`config.mk`:
```
export PLATFORM = sky130hd
export DESIGN_NAME = cap4_unit
export DESIGN_NICKNAME = d
export VERILOG_FILES = /design/src/rtl/cap4_pkg.sv /design/src/rtl/cap4_edge_detect.sv /design/src/rtl/cap4_pair.sv /design/src/rtl/cap4_flags.sv /design/src/rtl/cap4_unit.sv
export SDC_FILE = /design/constraint.sdc
export NUM_CORES = 1
export LEC_CHECK = 0
export ABC_AREA = 0
export BUFFER_PORTS_ARGS = -buffer_cell sky130_fd_sc_hd__buf_4
export CAP_MARGIN = 20
export CORE_UTILIZATION = 34
export CTS_BUF_LIST = sky130_fd_sc_hd__clkbuf_4
export DETAILED_ROUTE_END_ITERATION = 8
export GPL_TIMING_DRIVEN = 0
export PLACE_DENSITY = 0.54
export SYNTH_ARGS = -nofsm -noshare
export SYNTH_HDL_FRONTEND = slang
export SYNTH_SLANG_ARGS = --single-unit
```
`constraint.sdc`:
```
create_clock -name clk -period 1.67 [get_ports clk]
set_input_delay 0.0835 -clock clk [delete_from_list [all_inputs] [get_ports clk]]
set_output_delay 0.0835 -clock clk [all_outputs]
set_load 0.01 [all_outputs]
```
`src/rtl/cap4_pkg.sv`:
```
// Package: shared constants and the control register layout for cap4_unit.
// Assumes: four channels, indices 0..3 map to A..D; pair p is (p, p+2).
package cap4_pkg;

    localparam int NUM_CH   = 4;
    localparam int NUM_PAIR = NUM_CH / 2;
    localparam int ADDR_W   = 3;

    localparam logic [ADDR_W-1:0] ADDR_CTRL  = 3'd0;
    localparam logic [ADDR_W-1:0] ADDR_STAT  = 3'd1;
    localparam logic [ADDR_W-1:0] ADDR_CAP_A = 3'd2;
    localparam logic [ADDR_W-1:0] ADDR_CAP_B = 3'd3;
    localparam logic [ADDR_W-1:0] ADDR_CAP_C = 3'd4;
    localparam logic [ADDR_W-1:0] ADDR_CAP_D = 3'd5;

    // Control register, LSB first: buf_ac, buf_bd, rise_sel[3:0], irq_en[3:0]
    typedef struct packed {
        logic [NUM_CH-1:0] irq_en;
        logic [NUM_CH-1:0] rise_sel;
        logic              buf_bd;
        logic              buf_ac;
    } ctrl_t;

    localparam int CTRL_W = $bits(ctrl_t);

endpackage

```
`src/rtl/cap4_edge_detect.sv`:
```
// Module: cap4_edge_detect
// Synchronizes N_CH asynchronous pins through two flops, then emits a
// one-cycle pulse per channel on the polarity chosen by rise_sel.
// Assumes: pins may change at any time; rise_sel is a quasi-static control.
module cap4_edge_detect #(
    parameter int N_CH = 4
) (
    input  logic            clk,
    input  logic            rst_n,
    input  logic [N_CH-1:0] pin_i,
    input  logic [N_CH-1:0] rise_sel,
    output logic [N_CH-1:0] edge_o
);

    logic [N_CH-1:0] meta_q;
    logic [N_CH-1:0] sync_q;
    logic [N_CH-1:0] prev_q;
    logic [N_CH-1:0] rise_w;
    logic [N_CH-1:0] fall_w;

    // Two-stage synchronizer plus one history flop for edge detection
    always_ff @(posedge clk) begin
        if (!rst_n) begin
            meta_q <= '0;
            sync_q <= '0;
            prev_q <= '0;
        end else begin
            meta_q <= pin_i;
            sync_q <= meta_q;
            prev_q <= sync_q;
        end
    end

    assign rise_w = sync_q & ~prev_q;
    assign fall_w = ~sync_q & prev_q;

    genvar ch;
    generate
        for (ch = 0; ch < N_CH; ch++) begin : g_sel
            // Pick rising or falling detector per channel
            assign edge_o[ch] = rise_sel[ch] ? rise_w[ch] : fall_w[ch];

            AST_RISE_PULSE: assert property (@(posedge clk) disable iff (!rst_n)
                (edge_o[ch] && rise_sel[ch]) |=> !(edge_o[ch] && rise_sel[ch]));
        end
    endgenerate

endmodule

```
`src/rtl/cap4_pair.sv`:
```
// Module: cap4_pair
// One main/partner capture pair. In direct mode each register captures on
// its own event. In buffer mode a main event shifts main into partner and
// loads the counter into main; partner events capture nothing.
// Assumes: ev_main / ev_buf are single-cycle pulses from the edge detector.
module cap4_pair #(
    parameter int CNT_W = 16
) (
    input  logic             clk,
    input  logic             rst_n,
    input  logic             buf_en,
    input  logic             ev_main,
    input  logic             ev_buf,
    input  logic [CNT_W-1:0] cnt,
    output logic [CNT_W-1:0] cap_main,
    output logic [CNT_W-1:0] cap_buf
);

    // Main register: loads the counter on every main event
    always_ff @(posedge clk) begin
        if (!rst_n) begin
            cap_main <= '0;
        end else if (ev_main) begin
            cap_main <= cnt;
        end
    end

    // Partner register: shift from main when buffered, direct capture otherwise
    always_ff @(posedge clk) begin
        if (!rst_n) begin
            cap_buf <= '0;
        end else if (buf_en) begin
            if (ev_main) begin
                cap_buf <= cap_main;
            end
        end else if (ev_buf) begin
            cap_buf <= cnt;
        end
    end

    AST_MAIN_LOAD: assert property (@(posedge clk) disable iff (!rst_n)
        ev_main |=> (cap_main == $past(cnt)));
    AST_MAIN_HOLD: assert property (@(posedge clk) disable iff (!rst_n)
        !ev_main |=> $stable(cap_main));
    AST_BUF_SHIFT: assert property (@(posedge clk) disable iff (!rst_n)
        (ev_main && buf_en) |=> (cap_buf == $past(cap_main)));
    AST_BUF_PIN_NOCAP: assert property (@(posedge clk) disable iff (!rst_n)
        (buf_en && !ev_main) |=> $stable(cap_buf));

endmodule

```
`src/rtl/cap4_flags.sv`:
```
// Module: cap4_flags
// Status flags with read-then-write-zero clearing. A status read that sees a
// flag at 1 arms it; a later write of 0 to an armed bit clears it. A hardware
// set in the same cycle as a clear wins and disarms the bit.
// Assumes: rd_stat / wr_stat are single-cycle strobes already address-decoded.
module cap4_flags #(
    parameter int N_CH = 4
) (
    input  logic            clk,
    input  logic            rst_n,
    input  logic [N_CH-1:0] set_i,
    input  logic            rd_stat,
    input  logic            wr_stat,
    input  logic [N_CH-1:0] wdata,
    output logic [N_CH-1:0] flag_o
);

    logic [N_CH-1:0] armed_q;
    logic [N_CH-1:0] clr_w;
    logic [N_CH-1:0] flag_n;
    logic [N_CH-1:0] armed_n;

    // Next-state computation for flags and their arm bits
    always_comb begin
        clr_w   = {N_CH{wr_stat}} & ~wdata & armed_q;
        flag_n  = set_i | (flag_o & ~clr_w);
        armed_n = flag_n & ((armed_q & ~clr_w) | ({N_CH{rd_stat}} & flag_o));
    end

    // Flag and arm state registers
    always_ff @(posedge clk) begin
        if (!rst_n) begin
            flag_o  <= '0;
            armed_q <= '0;
        end else begin
            flag_o  <= flag_n;
            armed_q <= armed_n;
        end
    end

    AST_HW_SET_ONLY: assert property (@(posedge clk) disable iff (!rst_n)
        1'b1 |=> ((flag_o & ~$past(flag_o) & ~$past(set_i)) == '0));
    AST_CLR_NEEDS_ARM: assert property (@(posedge clk) disable iff (!rst_n)
        1'b1 |=> ((~flag_o & $past(flag_o) & ~$past(armed_q)) == '0));
    AST_SET_WINS: assert property (@(posedge clk) disable iff (!rst_n)
        (|set_i) |=> (($past(set_i) & ~flag_o) == '0));

endmodule

```
`src/rtl/cap4_unit.sv`:
```
// Module: cap4_unit (top)
// Four-channel buffered input capture unit with CPU register port,
// read-then-write-zero status flags and masked interrupt outputs.
// Assumes: cnt_in is synchronous to clk; CNT_W >= control register width.
module cap4_unit
    import cap4_pkg::*;
#(
    parameter int CNT_W = 16
) (
    input  logic              clk,
    input  logic              rst_n,
    input  logic [CNT_W-1:0]  cnt_in,
    input  logic [NUM_CH-1:0] cap_pin,
    input  logic [ADDR_W-1:0] cpu_addr,
    input  logic              cpu_wr,
    input  logic              cpu_rd,
    input  logic [CNT_W-1:0]  cpu_wdata,
    output logic [CNT_W-1:0]  cpu_rdata,
    output logic [NUM_CH-1:0] irq
);

    localparam int PAD_W = CNT_W - CTRL_W;

    ctrl_t                         ctrl_q;
    logic [NUM_CH-1:0]             edge_w;
    logic [NUM_CH-1:0]             flag_w;
    logic [NUM_PAIR-1:0]           buf_en_w;
    logic [NUM_CH-1:0][CNT_W-1:0]  cap_w;
    logic                          wr_ctrl;
    logic                          wr_stat;
    logic                          rd_stat;
    logic                          unused_wdata_hi;

    assign wr_ctrl         = cpu_wr && (cpu_addr == ADDR_CTRL);
    assign wr_stat         = cpu_wr && (cpu_addr == ADDR_STAT);
    assign rd_stat         = cpu_rd && (cpu_addr == ADDR_STAT);
    assign buf_en_w        = {ctrl_q.buf_bd, ctrl_q.buf_ac};
    assign unused_wdata_hi = ^cpu_wdata[CNT_W-1:CTRL_W];

    // Control register: written only through its own address
    always_ff @(posedge clk) begin
        if (!rst_n) begin
            ctrl_q <= '0;
        end else if (wr_ctrl) begin
            ctrl_q <= ctrl_t'(cpu_wdata[CTRL_W-1:0]);
        end
    end

    cap4_edge_detect #(.N_CH(NUM_CH)) u_edge (
        .clk      (clk),
        .rst_n    (rst_n),
        .pin_i    (cap_pin),
        .rise_sel (ctrl_q.rise_sel),
        .edge_o   (edge_w)
    );

    genvar p;
    generate
        for (p = 0; p < NUM_PAIR; p++) begin : g_pair
            cap4_pair #(.CNT_W(CNT_W)) u_pair (
                .clk      (clk),
                .rst_n    (rst_n),
                .buf_en   (buf_en_w[p]),
                .ev_main  (edge_w[p]),
                .ev_buf   (edge_w[p+NUM_PAIR]),
                .cnt      (cnt_in),
                .cap_main (cap_w[p]),
                .cap_buf  (cap_w[p+NUM_PAIR])
            );
        end
    endgenerate

    cap4_flags #(.N_CH(NUM_CH)) u_flags (
        .clk     (clk),
        .rst_n   (rst_n),
        .set_i   (edge_w),
        .rd_stat (rd_stat),
        .wr_stat (wr_stat),
        .wdata   (cpu_wdata[NUM_CH-1:0]),
        .flag_o  (flag_w)
    );

    // Interrupt outputs: flag gated by its enable bit
    assign irq = flag_w & ctrl_q.irq_en;

    // Read data mux, zero when no read strobe
    always_comb begin
        cpu_rdata = '0;
        if (cpu_rd) begin
            case (cpu_addr)
                ADDR_CTRL:  cpu_rdata = {{PAD_W{1'b0}}, ctrl_q};
                ADDR_STAT:  cpu_rdata = {{(CNT_W-NUM_CH){1'b0}}, flag_w};
                ADDR_CAP_A: cpu_rdata = cap_w[0];
                ADDR_CAP_B: cpu_rdata = cap_w[1];
                ADDR_CAP_C: cpu_rdata = cap_w[2];
                ADDR_CAP_D: cpu_rdata = cap_w[3];
                default:    cpu_rdata = '0;
            endcase
        end
    end

    AST_CTRL_HOLD: assert property (@(posedge clk) disable iff (!rst_n)
        !wr_ctrl |=> $stable(ctrl_q));
    AST_IRQ_NEEDS_FLAG: assert property (@(posedge clk) disable iff (!rst_n)
        ((irq & ~flag_w) == '0));

endmodule

```
After elaboration in Yosys (flattened, before gate mapping)
Index checks and enable logic that the tools add are counted.
- output and inout bits: 20
- bits in latches: 0
- RAM bits: 0
- register bits after elaboration: 94
- logic and storage cells: 55
- memories kept: 0
- memory bits (read-only): 0
- equality and inequality tests: 7
- order comparisons: 0
- add/sub/neg operators: 0
- divide/modulo/power cells: 0
- mux-type cells: 12
- reductions and logical operators: 8
- multipliers: 0
- shift operators: 0
- bitwise gates (word level): 15
- operators with widths (kind ; number):
    16-bit 2-to-1 mux ; 7
    16-bit one-hot mux with 6 select lines ; 1
    4-bit AND ; 9
    4-bit NOT ; 4
    4-bit bitwise OR ; 2
    3-bit by 2-bit equality test with 1-bit output (second input constant) ; 2
    3-bit equality test (second input constant) ; 2
    1-bit 2-to-1 mux ; 4
    2-bit by 1-bit inequality test with 1-bit output (second input constant) ; 2
    2-bit AND reduction ; 2
    2-bit nonzero test ; 2
    3-bit by 1-bit equality test with 1-bit output (second input constant) ; 1
    1-bit logical AND ; 3
    3-bit zero test ; 1

Longest topological paths before layout
- depth in word-level cells: 8
- depth in mapped cells: 6
- mapped depth without buffers: 4

Hierarchy
Synthesis repeated with hierarchy kept, for this count alone.
- cell total of the unflattened synthesis: 456
- area total of the unflattened synthesis: 4640.7 µm²
- by module, submodules not included (module ; area each (µm²) ; cells each ; seq. area each (µm²) ; times used):
    cap4_pair ; 1372.6 ; 123 ; 640.6 ; 2
    cap4_unit ; 1124.8 ; 134 ; 200.2 ; 1
    cap4_edge_detect ; 406.6 ; 37 ; 240.2 ; 1
    cap4_flags ; 364.1 ; 39 ; 160.2 ; 1

Least setup slack after synthesis
No wires, ideal clock.
- path kind: register to register
- start point: reg u_edge.prev_q[2]
- end point: reg g_pair[0].u_pair.cap_buf[0]
- cell stages (with the launch flop): 7
- setup time: 116 ps
- path slack: 112 ps
- arrival time: 1442 ps
- clock period less this slack: 1558 ps
- buffers on the path: 2
- cells stage by stage: dfxtp_1 -> and3b_1 -> a211o_2 -> and2_4 -> buf_6 -> buf_8 -> o211a_1
- longest elaborated chain between the ends: 5
- RTL lines (item ; line ; text):
    start, declared ; cap4_edge_detect.sv:17 ; logic [N_CH-1:0] prev_q;
    start signal, assigned ; cap4_edge_detect.sv:30 ; prev_q <= sync_q;
    4-bit NOT ; cap4_edge_detect.sv:34 ; assign rise_w = sync_q & ~prev_q;
    4-bit AND ; cap4_edge_detect.sv:34 ;
    1-bit 2-to-1 mux (*) ; cap4_edge_detect.sv:41 ; assign edge_o[ch] = rise_sel[ch] ? rise_w[ch] : fall_w[ch];
    2-bit nonzero test (no line) (*) ; n/a ;
    2-bit AND reduction (no line) (*) ; n/a ;
    end signal, assigned ; cap4_pair.sv:34 ; cap_buf <= cap_main;
    end signal, assigned ; cap4_pair.sv:37 ; cap_buf <= cnt;
    end, declared ; cap4_pair.sv:16 ; output logic [CNT_W-1:0] cap_buf
Every way passes the cells marked *; elsewhere a longest branch is shown, timed or not.
A chain may end at the register's enable or synchronous reset.

Final worst setup path
- start point: reg ctrl_q, in the netlist buf_en_w[1]
- end point: out cpu_rdata[1]
- longest elaborated chain between the ends: 2
- RTL lines (item ; line ; text):
    start, declared ; cap4_unit.sv:24 ; ctrl_t ctrl_q;
    start signal, assigned ; cap4_unit.sv:45 ; ctrl_q <= ctrl_t'(cpu_wdata[CTRL_W-1:0]);
    16-bit one-hot mux with 6 select lines ; cap4_unit.sv:90 ; case (cpu_addr)
    16-bit 2-to-1 mux ; cap4_unit.sv:89 ; if (cpu_rd) begin
    end, declared ; cap4_unit.sv:18 ; output logic [CNT_W-1:0] cpu_rdata,
Every way passes these cells.

==> qor.yml <==
outcome:
  status: "finished, violations left"
  violations: "setup timing"
finish:
  final_util_pct: 44.18
  layout.nets: 632
  diodes: 0
  drive_above_1_share_pct: 22.05
  syn_to_final_growth_pct: 27.38
  fillers: 1290
drt:
  routed_wl_mm: 14.45
  routedWlPerCell_um: 18.76
  ant_nets: 0
  drc: 0
  via_count: 4100
  drtIter0Drc: 265
  via_per_inst: 5.325
  firstDrtPassIters: 5
min_path:
  hold_depth: 5
  min_from: "cpu_rd"
  min_path_type: "primary input to flip-flop"
  holdPathEnd: "u_flags.armed_q[1]"
floorplan:
  core_area_um2: 13190
  die_w_um: 118.0
  dieArea_um2: 13920
  die_height_um: 118.0
  start_util_pct: 34.68
  io_pins: 63
  num_rows: 42
timing:
  finalClockSkew_ns: 0.03159
  setup_slack_ns: -0.1374
  rsz0062_at_grt: "yes"
  fmax_mhz: 553.3
  worst_hold_slack_ns: 0.1129
  setup_viol: 7
  final_hold_viol_count: 0
  drv_slew: 0
  maxSlewHeadroom_pct: 37.58
  tightest_slew_ns: 0.9278
  period_minus_slack_ns: 1.807
  fin_crit_sh_pct: 108.2
  setup_tns_ns: -0.3149
setup_path:
  r2r-start: "u_edge.sync_q[3]"
  r2r_end: "g_pair[1].u_pair.cap_buf[5]"
  path_delay_family: "multiplexers"
  critPathBufInv: 1
  crit_fanout: 6
  worst_setup_path_end_kind: "primary output"
  crit_type: "flip-flop to primary output"
  crit_required_ns: 1.59
  reg2reg_depth: 6
  setup.worst_path.start_class: "flip-flop"
  cpPeakStageDelay_ns: 0.46
  reg2reg_slack_ns: -0.01
  crit_chain: "mux4_2 -> nand2_1 -> o21ai_1 -> and2_1 -> buf_6"
  arrival_ns: 1.72
  slowest_stage: "mux4_2"
pwr:
  power_frac_comb_pct: 14.1
  p_clk_share_pct: 27.4
  power_switching_mw: 1.140
  peakVddDrop_v: 0.0003090
  power_density_nw_per_um2: 690.1
  power_leakage_nw: 2.386
  p_int_mw: 2.881
  switching_share_pct: 28.34
  power_frac_seq_pct: 58.5
grt:
  antenna_found_initial: 0
  grt_pass1_vias: 4027
  grt_max_degree: 16
  grt_use_total_pct: 21.23
  grt_pass1_wl_mm: 22.27
  overflow: 0
synthesis:
  synth-main-ff-cell: "dfxtp_1"
  synth-edff-count: 0
  ys_async_sr_fraction_pct: 0
  synth_seq_cells: 94
  post_synth_num_cell_types: 45
  synth.avg_cell_area_um2: 9.451
  netlist_instances: 484
  syn-cell-area_um2: 4574
  seq_area_frac_synth_pct: 41.14
  synth_warnings: 0
  syn_nets: 527
cts:
  cts_max_level: 3
  cts_tree: "done"
  clk_path_buf_depth: 2
  clkSinkCount: 94
  cts.clk_slew.worst_paths_ns: 0.15
  cts_root_buf: "clkbuf_4"
  clkLatencyLatePin_ns: 0.48
  cts-buffers-inserted: 9
place:
  hpwl_mm: 9.864
  gp_congestion: 0.8619
  io_buffers: 55
flow_run:
  maxCapViolations: 0
==> how the worst max path moves through the flow <==
stage	from	to	slack, ns	cells after the start
2_1_floorplan	u_edge.prev_q[2]	g_pair[0].u_pair.cap_buf[0]	0.11	6
3_3_place_gp	cpu_addr[2]	cpu_rdata[9]	-0.31	7
3_5_place_dp	ctrl_q[5]	g_pair[1].u_pair.cap_buf[13]	-0.31	5
4_1_cts	u_flags.flag_o[2]	cpu_rdata[2]	-0.16	5
5_1_grt	u_edge.sync_q[3]	g_pair[1].u_pair.cap_buf[14]	-0.21	6
6_report	buf_en_w[1]	cpu_rdata[1]	-0.14	5
==> Yosys cell counts (5+ instances only) <==
cell type	number	area share, %
a22oi_1	22	3.6
o211ai_1	5	0.82
a21boi_1	28	4.6
a21oi_1	18	2.0
and2_1	19	2.6
nand3_1	32	3.5
nor2b_1	35	4.8
dfxtp_1	94	41
o22a_1	6	1.1
buf_2	15	1.6
nor2_1	20	1.6
clkbuf_1	18	1.5
inv_1	10	0.82
mux2i_1	72	16
nand2_1	28	2.3
o211a_1	16	3.5
==> kinds of logic after synthesis <==
group,share of synthesized area [%]
buf+inv,5.115
flops,41.14
simple gates,18.33
compound gates,18.68
mux,16.74
==> sequential cells by signal (all words and copies together), names as in the netlist <==
register and count:
ctrl_q 8, u_edge.sync_q 4, u_flags.flag_o 4, buf_en_w 2
u_edge.meta_q 4, u_edge.prev_q 4, g_pair.u_pair.cap_buf 32, u_flags.armed_q 4
g_pair.u_pair.cap_main 32
==> cell usage in the layout (no fill, tap or decap), drive strengths merged, types with 2 or more instances in the layout <==
cell type	synthesis	layout
a211o	2	2
a21boi	30	30
a21oi	18	18
a221oi	2	2
a22oi	22	22
a31o	3	3
and2	20	20
and3b	2	2
buf	19	82
clkbuf	18	28
clkinv	0	5
clkinvlp	0	2
dfxtp	94	94
dlygate4sd3	0	30
inv	11	11
mux2i	72	72
mux4	2	2
nand2	28	28
nand2b	3	3
nand3	32	32
nand3b	3	3
nor2	20	20
nor2b	35	35
nor4bb	2	2
o211a	16	16
o211ai	5	5
o21ai	5	5
o22a	6	6
o31ai	3	3
or2	2	2
==> power by group through the flow <==
stage | Combinational [mW] | Sequential [mW] | Clock [mW]
2_1_floorplan | 0.280 | 2.39 | 0
3_5_place_dp | 0.482 | 2.41 | 0
4_1_cts | 0.558 | 2.35 | 1.13
3_3_place_gp | 0.473 | 2.40 | 0
6_report | 0.568 | 2.35 | 1.10
5_1_grt | 0.610 | 2.36 | 1.21
==> cell type report <==
cell class | count | area [um2] | area share [%]
tap | 176 | 220.2 | 3.779
sequential | 94 | 1908 | 32.75
clock inverter | 7 | 41.29 | 0.7086
timing repair buffer | 98 | 842.1 | 14.45
multi-input combinational | 342 | 2511 | 43.10
inverter | 11 | 41.29 | 0.7086
buffer | 33 | 195.2 | 3.350
clock buffer | 9 | 67.56 | 1.160
==> stage by stage <==
stage	setup WS, ns	instance area, um2	power (mW)	cells
after floorplan	0.1121	4574	2.671	484
after global placement	-0.3094	5207	2.878	715
after detailed placement	-0.3055	5207	2.889	715
after CTS	-0.1561	5756	4.040	767
after global routing	-0.2085	5827	4.181	770
final	-0.1374	5827	4.021	770
==> tightest hold or removal path, cell delays in order <==
cell	delay (ns)
buf_4	0.14
nand2_1	0.05
nor4_1	0.10
o211ai_1	0.11
o21ai_1	0.07
==> repair_timing <==
item / 4_1_cts / 5_1_grt
gates cloned: 0 / 0
pin swaps: 7 / 6
hold buffers: 30 / 0
buffers inserted: 7 / 6
endpoints found under the setup margin: 51 / 42
resized for setup: 35 / 18
hold endpoints to repair: 76 / 0
==> per-layer routing <==
layer  global-route usage (%)  vias up  wire, um
li1                         -     1947         -
met1                    28.01     1996      6570
met2                    34.23      135      6720
met3                    3.149       22       853
met4                    9.455        0       300
met5                        0        -         0
No activity file was read; power rests on OpenSTA's default activity.
